==> config.mk <==
export PLATFORM = sky130hd
export DESIGN_NAME = pio_dual_hs
export DESIGN_NICKNAME = d
export VERILOG_FILES = /design/src/rtl/pio_pkg.sv /design/src/rtl/pio_stb_sync.sv /design/src/rtl/pio_hs_engine.sv /design/src/rtl/pio_port.sv /design/src/rtl/pio_dual_hs.sv
export SDC_FILE = /design/constraint.sdc
export NUM_CORES = 1
export LEC_CHECK = 0
export ABC_AREA = 1
export CAP_MARGIN = 20
export CORE_MARGIN = 3
export CORE_UTILIZATION = 49
export DETAILED_ROUTE_END_ITERATION = 7
export PLACE_DENSITY = 0.82
export SYNTH_ARGS = -nofsm -noshare
export SYNTH_HDL_FRONTEND = slang
export SYNTH_SLANG_ARGS = --single-unit
==> constraint.sdc <==
create_clock -name clk -period 1.9 [get_ports clk]
set_input_delay 0.285 -clock clk [delete_from_list [all_inputs] [get_ports clk]]
set_output_delay 0.285 -clock clk [all_outputs]
set_load 0.02 [all_outputs]
==> src/rtl/pio_pkg.sv <==
package pio_pkg;
   typedef enum logic [1:0] {
      PM_OUT   = 2'd0,
      PM_IN    = 2'd1,
      PM_BIDIR = 2'd2,
      PM_CTRL  = 2'd3
   } pio_mode_e;

   localparam int MODE_W = 2;
endpackage

==> src/rtl/pio_stb_sync.sv <==
module pio_stb_sync #(
   parameter int STAGES = 2
) (
   input  logic clk,
   input  logic rst_n,
   input  logic stb_n,
   output logic lvl_n,
   output logic fall,
   output logic rise
);
   generate
      if (STAGES < 2) begin : g_bad_stages
         $error("pio_stb_sync: STAGES must be at least 2");
      end
   endgenerate

   logic [STAGES-1:0] chain_q;
   logic              last_q;

   always_ff @(posedge clk) begin
      if (!rst_n) begin
         chain_q <= '1;
         last_q  <= 1'b1;
      end else begin
         chain_q <= {chain_q[STAGES-2:0], stb_n};
         last_q  <= chain_q[STAGES-1];
      end
   end

   assign lvl_n = chain_q[STAGES-1];
   assign fall  = last_q & ~lvl_n;
   assign rise  = ~last_q & lvl_n;
endmodule

==> src/rtl/pio_hs_engine.sv <==
module pio_hs_engine (
   input  logic clk,
   input  logic rst_n,
   input  logic active,
   input  logic arm,
   input  logic fall,
   input  logic rise,
   output logic rdy,
   output logic done
);
   always_ff @(posedge clk) begin
      if (!rst_n)       rdy <= 1'b0;
      else if (!active) rdy <= 1'b0;
      else if (arm)     rdy <= 1'b1;
      else if (fall)    rdy <= 1'b0;
   end

   assign done = active & rise;


   arm_sets_rdy_chk: assert property (@(posedge clk) disable iff (!rst_n)
      (active && arm) |=> rdy);


   stb_clears_rdy_chk: assert property (@(posedge clk) disable iff (!rst_n)
      (fall && !arm) |=> !rdy);
endmodule

==> src/rtl/pio_port.sv <==
module pio_port
   import pio_pkg::*;
#(
   parameter int DATA_W      = 8,
   parameter int SYNC_STAGES = 2,
   parameter bit BIDIR_OK    = 1'b0
) (
   input  logic              clk,
   input  logic              rst_n,
   input  logic              cfg_wr,
   input  logic              data_wr,
   input  logic              data_rd,
   input  logic [DATA_W-1:0] wdata,
   input  logic              lend,
   input  logic [DATA_W-1:0] pin_in,
   output logic [DATA_W-1:0] pin_out,
   output logic              pin_oe,
   input  logic              stb_n,
   output logic              own_rdy,
   output logic              own_done,
   input  logic              aux_stb_n,
   output logic              aux_rdy,
   output logic              aux_done,
   output pio_mode_e         mode,
   output logic              ie,
   output logic [DATA_W-1:0] rd_val
);
   localparam int IE_BIT = DATA_W - 1;

   generate
      if (DATA_W < MODE_W + 1) begin : g_bad_width
         $error("pio_port: DATA_W too small for the control word");
      end
   endgenerate

   logic [DATA_W-1:0] out_q, cap_q;
   pio_mode_e         req_mode;
   logic              own_lvl_n, own_fall, own_rise;
   logic              own_active, own_arm;

   assign req_mode = pio_mode_e'(wdata[MODE_W-1:0]);

   always_ff @(posedge clk) begin
      if (!rst_n) begin
         mode <= PM_IN;
         ie   <= 1'b0;
      end else if (cfg_wr) begin
         ie <= wdata[IE_BIT];
         if (BIDIR_OK || req_mode != PM_BIDIR) mode <= req_mode;
      end
   end

   always_ff @(posedge clk) begin
      if (!rst_n)       out_q <= '0;
      else if (data_wr) out_q <= wdata;
   end

   // capture on the raw strobe level: the last edge with strobe low wins
   always_ff @(posedge clk) begin
      if (!rst_n)
         cap_q <= '0;
      else if (mode == PM_IN && !lend && !stb_n)
         cap_q <= pin_in;
      else if (BIDIR_OK && mode == PM_BIDIR && !aux_stb_n)
         cap_q <= pin_in;
   end

   pio_stb_sync #(.STAGES(SYNC_STAGES)) u_own_sync (
      .clk   (clk),
      .rst_n (rst_n),
      .stb_n (stb_n),
      .lvl_n (own_lvl_n),
      .fall  (own_fall),
      .rise  (own_rise)
   );

   assign own_active = (mode != PM_CTRL) && !lend && !cfg_wr;
   assign own_arm    = (mode == PM_IN) ? data_rd : data_wr;

   pio_hs_engine u_own_hs (
      .clk    (clk),
      .rst_n  (rst_n),
      .active (own_active),
      .arm    (own_arm),
      .fall   (own_fall),
      .rise   (own_rise),
      .rdy    (own_rdy),
      .done   (own_done)
   );

   generate
      if (BIDIR_OK) begin : g_aux
         logic aux_lvl_n, aux_fall, aux_rise, aux_active;
         pio_stb_sync #(.STAGES(SYNC_STAGES)) u_aux_sync (
            .clk   (clk),
            .rst_n (rst_n),
            .stb_n (aux_stb_n),
            .lvl_n (aux_lvl_n),
            .fall  (aux_fall),
            .rise  (aux_rise)
         );
         assign aux_active = (mode == PM_BIDIR) && !cfg_wr;
         pio_hs_engine u_aux_hs (
            .clk    (clk),
            .rst_n  (rst_n),
            .active (aux_active),
            .arm    (data_rd),
            .fall   (aux_fall),
            .rise   (aux_rise),
            .rdy    (aux_rdy),
            .done   (aux_done)
         );
      end else begin : g_no_aux
         logic unused_aux;
         assign unused_aux = aux_stb_n;
         assign aux_rdy    = 1'b0;
         assign aux_done   = 1'b0;


         no_bidir_mode_chk: assert property (@(posedge clk) disable iff (!rst_n)
            mode != PM_BIDIR);
      end
   endgenerate

   always_comb begin
      unique case (mode)
         PM_OUT:   pin_oe = 1'b1;
         PM_IN:    pin_oe = 1'b0;
         PM_BIDIR: pin_oe = ~stb_n;
         default:  pin_oe = 1'b1;
      endcase
   end

   always_comb begin
      unique case (mode)
         PM_OUT:           rd_val = out_q;
         PM_IN, PM_BIDIR:  rd_val = cap_q;
         default:          rd_val = pin_in;
      endcase
   end

   assign pin_out = out_q;


   bidir_oe_gate_chk: assert property (@(posedge clk) disable iff (!rst_n)
      (mode == PM_BIDIR && stb_n) |-> !pin_oe);


   input_no_drive_chk: assert property (@(posedge clk) disable iff (!rst_n)
      (mode == PM_IN) |-> !pin_oe);
endmodule

==> src/rtl/pio_dual_hs.sv <==
module pio_dual_hs
   import pio_pkg::*;
#(
   parameter int DATA_W      = 8,
   parameter int SYNC_STAGES = 2
) (
   input  logic              clk,
   input  logic              rst_n,
   input  logic              cpu_wr,
   input  logic              cpu_rd,
   input  logic              cpu_sel,
   input  logic              cpu_ctl,
   input  logic [DATA_W-1:0] cpu_wdata,
   output logic [DATA_W-1:0] cpu_rdata,
   input  logic [DATA_W-1:0] a_in,
   output logic [DATA_W-1:0] a_out,
   output logic              a_oe,
   input  logic              a_stb_n,
   output logic              a_rdy,
   input  logic [DATA_W-1:0] b_in,
   output logic [DATA_W-1:0] b_out,
   output logic              b_oe,
   input  logic              b_stb_n,
   output logic              b_rdy,
   output logic              irq
);
   localparam int PAD_W = DATA_W - MODE_W - 1;

   logic a_cfg_wr, a_data_wr, a_data_rd, b_cfg_wr, b_data_wr, b_data_rd;
   logic a_own_rdy, a_own_done, a_aux_rdy, a_aux_done, a_ie;
   logic b_own_rdy, b_own_done, b_aux_rdy, b_aux_done, b_ie;
   logic a_bidir, pend_a, pend_b;
   pio_mode_e a_mode, b_mode;
   logic [DATA_W-1:0] a_rd, b_rd, cfg_view;

   assign a_cfg_wr  = cpu_wr &  cpu_ctl & ~cpu_sel;
   assign a_data_wr = cpu_wr & ~cpu_ctl & ~cpu_sel;
   assign a_data_rd = cpu_rd & ~cpu_ctl & ~cpu_sel;
   assign b_cfg_wr  = cpu_wr &  cpu_ctl &  cpu_sel;
   assign b_data_wr = cpu_wr & ~cpu_ctl &  cpu_sel;
   assign b_data_rd = cpu_rd & ~cpu_ctl &  cpu_sel;
   assign a_bidir   = (a_mode == PM_BIDIR);

   pio_port #(.DATA_W(DATA_W), .SYNC_STAGES(SYNC_STAGES), .BIDIR_OK(1'b1)) u_port_a (
      .clk       (clk),
      .rst_n     (rst_n),
      .cfg_wr    (a_cfg_wr),
      .data_wr   (a_data_wr),
      .data_rd   (a_data_rd),
      .wdata     (cpu_wdata),
      .lend      (1'b0),
      .pin_in    (a_in),
      .pin_out   (a_out),
      .pin_oe    (a_oe),
      .stb_n     (a_stb_n),
      .own_rdy   (a_own_rdy),
      .own_done  (a_own_done),
      .aux_stb_n (b_stb_n),
      .aux_rdy   (a_aux_rdy),
      .aux_done  (a_aux_done),
      .mode      (a_mode),
      .ie        (a_ie),
      .rd_val    (a_rd)
   );

   pio_port #(.DATA_W(DATA_W), .SYNC_STAGES(SYNC_STAGES), .BIDIR_OK(1'b0)) u_port_b (
      .clk       (clk),
      .rst_n     (rst_n),
      .cfg_wr    (b_cfg_wr),
      .data_wr   (b_data_wr),
      .data_rd   (b_data_rd),
      .wdata     (cpu_wdata),
      .lend      (a_bidir),
      .pin_in    (b_in),
      .pin_out   (b_out),
      .pin_oe    (b_oe),
      .stb_n     (b_stb_n),
      .own_rdy   (b_own_rdy),
      .own_done  (b_own_done),
      .aux_stb_n (1'b1),
      .aux_rdy   (b_aux_rdy),
      .aux_done  (b_aux_done),
      .mode      (b_mode),
      .ie        (b_ie),
      .rd_val    (b_rd)
   );

   // port B's ready line belongs to port A's input direction in mode 2
   assign a_rdy = a_own_rdy;
   assign b_rdy = a_bidir ? a_aux_rdy : (b_own_rdy | b_aux_rdy);

   always_ff @(posedge clk) begin
      if (!rst_n)                              pend_a <= 1'b0;
      else if (a_own_done && a_ie)             pend_a <= 1'b1;
      else if (a_data_wr || a_data_rd || a_cfg_wr) pend_a <= 1'b0;
   end

   always_ff @(posedge clk) begin
      if (!rst_n)
         pend_b <= 1'b0;
      else if ((b_own_done || b_aux_done || a_aux_done) && b_ie)
         pend_b <= 1'b1;
      else if (b_data_wr || b_data_rd || b_cfg_wr || (a_data_rd && a_bidir))
         pend_b <= 1'b0;
   end

   assign irq = pend_a | pend_b;

   always_comb begin
      cfg_view = cpu_sel ? {b_ie, {PAD_W{1'b0}}, b_mode} : {a_ie, {PAD_W{1'b0}}, a_mode};
      cpu_rdata = cpu_ctl ? cfg_view : (cpu_sel ? b_rd : a_rd);
   end


   a_rdy_ctrl_low_chk: assert property (@(posedge clk) disable iff (!rst_n)
      (a_mode == PM_CTRL && $past(a_mode == PM_CTRL)) |-> !a_rdy);


   b_rdy_ctrl_low_chk: assert property (@(posedge clk) disable iff (!rst_n)
      (b_mode == PM_CTRL && $past(b_mode == PM_CTRL) && !a_bidir && !$past(a_bidir))
      |-> !b_rdy);


   irq_needs_enable_chk: assert property (@(posedge clk) disable iff (!rst_n)
      irq |-> (a_ie || b_ie));
endmodule

==> results.txt <==
Critical path required time: 1620 ps
Total track usage: 24.69%
Post-Synth Adder-Cell Area: 3.976%
Syn Inst Count: 373
WS Path Type: flip-flop to output port
PD cells: 651.2 mW/mm2
Met3 usage: 5.684%
Post-route clock period utilization: 101.5%
H-tree level count: 2
Max-Cap Viols: 0
Leakage: 1.591 nW
Largest family of logic cells by synthesized area: simple AND/OR/NAND/NOR gates
Synth top area cells: dfxtp_1, nand2_1, o21ai_0
Largest net degree at the start of global routing: 26
# nets final: 498
Placed cell count: 514
Vias in the first global route: 2678
Fin cells: 525
Final Critical Period: 1928 ps
Pre-CTS setup slack: -318.9 ps
Avg WL per Cell: 14.40 um
Sw Pwr: 0.6876 mW
Delay-heaviest family, CP: simple AND/OR/NAND/NOR gates
Crit path cell chain: inv_2 -> ha_4 -> buf_4 -> nand2_1 -> nand3_1 -> nand2_1 -> nand2_1 -> nand2_1 -> nand2_1 -> buf_6
Filler cells: 377
Row cnt: 25
Max Buffers Root-to-Sink: 2
Post-route design area: 0.003580 mm2
Area of the multi-input gates: 0.001406 mm2
GR Layer Usage met2: 41.18%
TritonRoute pass-1 iters: 5
Ys Warns: 0
Die footprint: 0.006033 mm2
Routed WL: 7558 um
Area growth from synthesis to layout: 42.20%
Sequential fraction of the synthesis area: 38.97%
DRC viols: 0
Die height: 77.68 um
Yosys cell types: 26
Final hold viol count: 0
Part of the power in registers: 48.2%
CTS buffer count: 5
Vias: 2768
RSZ-0062 raised after global routing: true
Post-Syn Area: 0.002517 mm2
DR iter-0 viols: 249
Commonest non-fill, non-tap cell in the layout: nand2_1
Congestion Overflow GR: 0
GPL Wtd Cong: 0.9215
Via-per-instance ratio: 5.272
Setup TNS: -60.37 ps
Setup ws final: -27.68 ps
Hold crit path type: flip-flop to flip-flop
Maximum fanout along the worst path: 3
Synth Area in Compound Gates: 18.14%
CTS tree: done
Synthesis-stage register bit count: 49
Worst vdd ir: 0.4053 mV
Clk_skew: 6.311 ps
Pint: 1.644 mW
# IOs: 61
Max incr delay on CP: 350 ps
GR Util met1: 30.85%
Critical path's most frequent cell: nand2_1
Clock insertion delay at the later pin of the skew report: 300 ps
Clk Tree Root Cell: clkbuf_8
Setup crit end kind: output port
Synth Net Count: 413
CTS sink count: 49
Sw Share: 29.50%
Most frequent cells in the layout: nand2_1, nor2_1, clkdlybuf4s50_1
Mapped Avg Cell Area: 6.749 um2
Leading area contributor after synthesis: dfxtp_1
Maximum clock rate: 518.8 MHz
Clock power frac: 26.8%
Critical path's slowest cell: dfxtp_2
Post-Synth Simple-Gate Area: 29.27%
Final Max Tran Viols: 0
PortBufs: 60
Initial antenna violation count: 0
DP HPWL: 5426 um
Initial Utilization: 51.92%
Slew margin rel.: 78.16%
Outcome: finished with violations
Buf/Inv on CP: 3
Worst-path clk slew: 80 ps
Core Box Area: 0.004848 mm2
Final antenna-violating net count: 0
Slew @ Worst Pin: 326.7 ps
Crit start category: flip-flop
Comb pwr share: 25.0%
Global-route wire length before repair: 11960 um
Post-Synth XOR/XNOR Area: 0%
Ant. Diodes: 0
Failing checks: negative setup slack
Final Setup Violations: 3
Multiplexer share of the synthesized area: 0%
Die width: 77.68 um
Sequential cell area: 991.0 um2
Post-Place Cell Area: 0.003334 mm2
Arr. time, crit path: 1640 ps
Gr busiest metal: met2
Ratio of cells with drive above 1 in the final layout: 22.27%
Yosys top cell area share: 38.97%
==> power by group through the flow <==
stage | logic, mW | registers [mW] | clock network [mW]
5_1_grt | 0.637 | 1.13 | 0.677
4_1_cts | 0.548 | 1.12 | 0.627
3_3_place_gp | 0.523 | 1.15 | 0
2_1_floorplan | 0.264 | 1.16 | 0
6_report | 0.582 | 1.12 | 0.625
3_5_place_dp | 0.533 | 1.15 | 0
==> through the flow <==
stage               total power, mW  util, %  hold WS [ps]
floorplan                     1.424        -         392.5
global placement              1.669    68.77         394.1
detailed placement            1.680    68.77         399.5
CTS                           2.298    72.00         419.3
global route                  2.444    73.83         444.7
finish                        2.331    73.83         415.2
==> state kept, by name (all words and copies together), names as in the netlist <==
signal / cells
u_port_b.ie: 1
u_port_a.cap_q: 8
u_port_a.g_aux.u_aux_hs.rdy: 1
u_port_a.u_own_sync.chain_q: 2
u_port_a.g_aux.u_aux_sync.last_q: 1
u_port_a.u_own_sync.last_q: 1
u_port_b.mode: 2
u_port_a.u_own_hs.rdy: 1
pend_b: 1
u_port_b.cap_q: 8
u_port_a.ie: 1
u_port_a.mode: 2
u_port_b.u_own_hs.rdy: 1
pend_a: 1
u_port_a.pin_out: 8
u_port_a.g_aux.u_aux_sync.chain_q: 2
u_port_b.pin_out: 8
==> layout make-up <==
type,count,area share [%]
multi-input cells,269,39.29
inverters,38,4.334
flip-flops and latches,49,27.68
well taps,67,2.342
repair buffers,95,23.94
clock buffers,7,2.412
==> what timing repair did <==
item                                    in CTS  in global routing
endpoints found under the setup margin      11                 19
cloned                                       0                  0
pin swaps                                    3                 12
buffers inserted                             4                  0
hold buffers                                 0                  0
gates resized for setup                     68                 39
==> per-layer routing <==
metal	up-vias	part of all wire [%]	wire length, um
met3	20	5.5	416
met2	95	48	3633
met4	0	2.2	167
met1	1292	44	3339
li1	1361	-	-
met5	-	0	0
==> synthesized netlist by cell type <==
library cell and n:
a211oi_1 1, a211oi_2 1, a21oi_1 33, a31oi_1 1, buf_2 5, buf_4 2, buf_6 3, clkbuf_1 7
dfxtp_1 49, ha_1 8, inv_1 35, inv_2 3, nand2_1 84, nand2_2 2, nand3_1 17, nand3_2 1
nand3_4 1, nand4_1 2, nor2_1 58, nor2_4 1, nor3_1 1, o211ai_1 2, o21ai_0 45, o21ai_2 2
o21bai_1 1, or2_2 8
==> logic make-up after synthesis <==
group           after synthesis
fa+ha+maj                     8
compound gates               86
simple gates                175
flops                        49
buf+inv                      55
==> final timing paths <==
path	from	end	slack, ps	cells past startpoint
hold reg to reg	u_port_a.u_own_sync.chain_q[0]	u_port_a.u_own_sync.chain_q[1]	420	1
setup reg to reg	u_port_a.mode[0]	u_port_a.cap_q[0]	140	9
hold / removal	u_port_a.u_own_sync.chain_q[0]	u_port_a.u_own_sync.chain_q[1]	420	1
setup / recovery	u_port_b.mode[1]	cpu_rdata[7]	-30	10
Note: power is estimated with default switching activity, not from simulation.
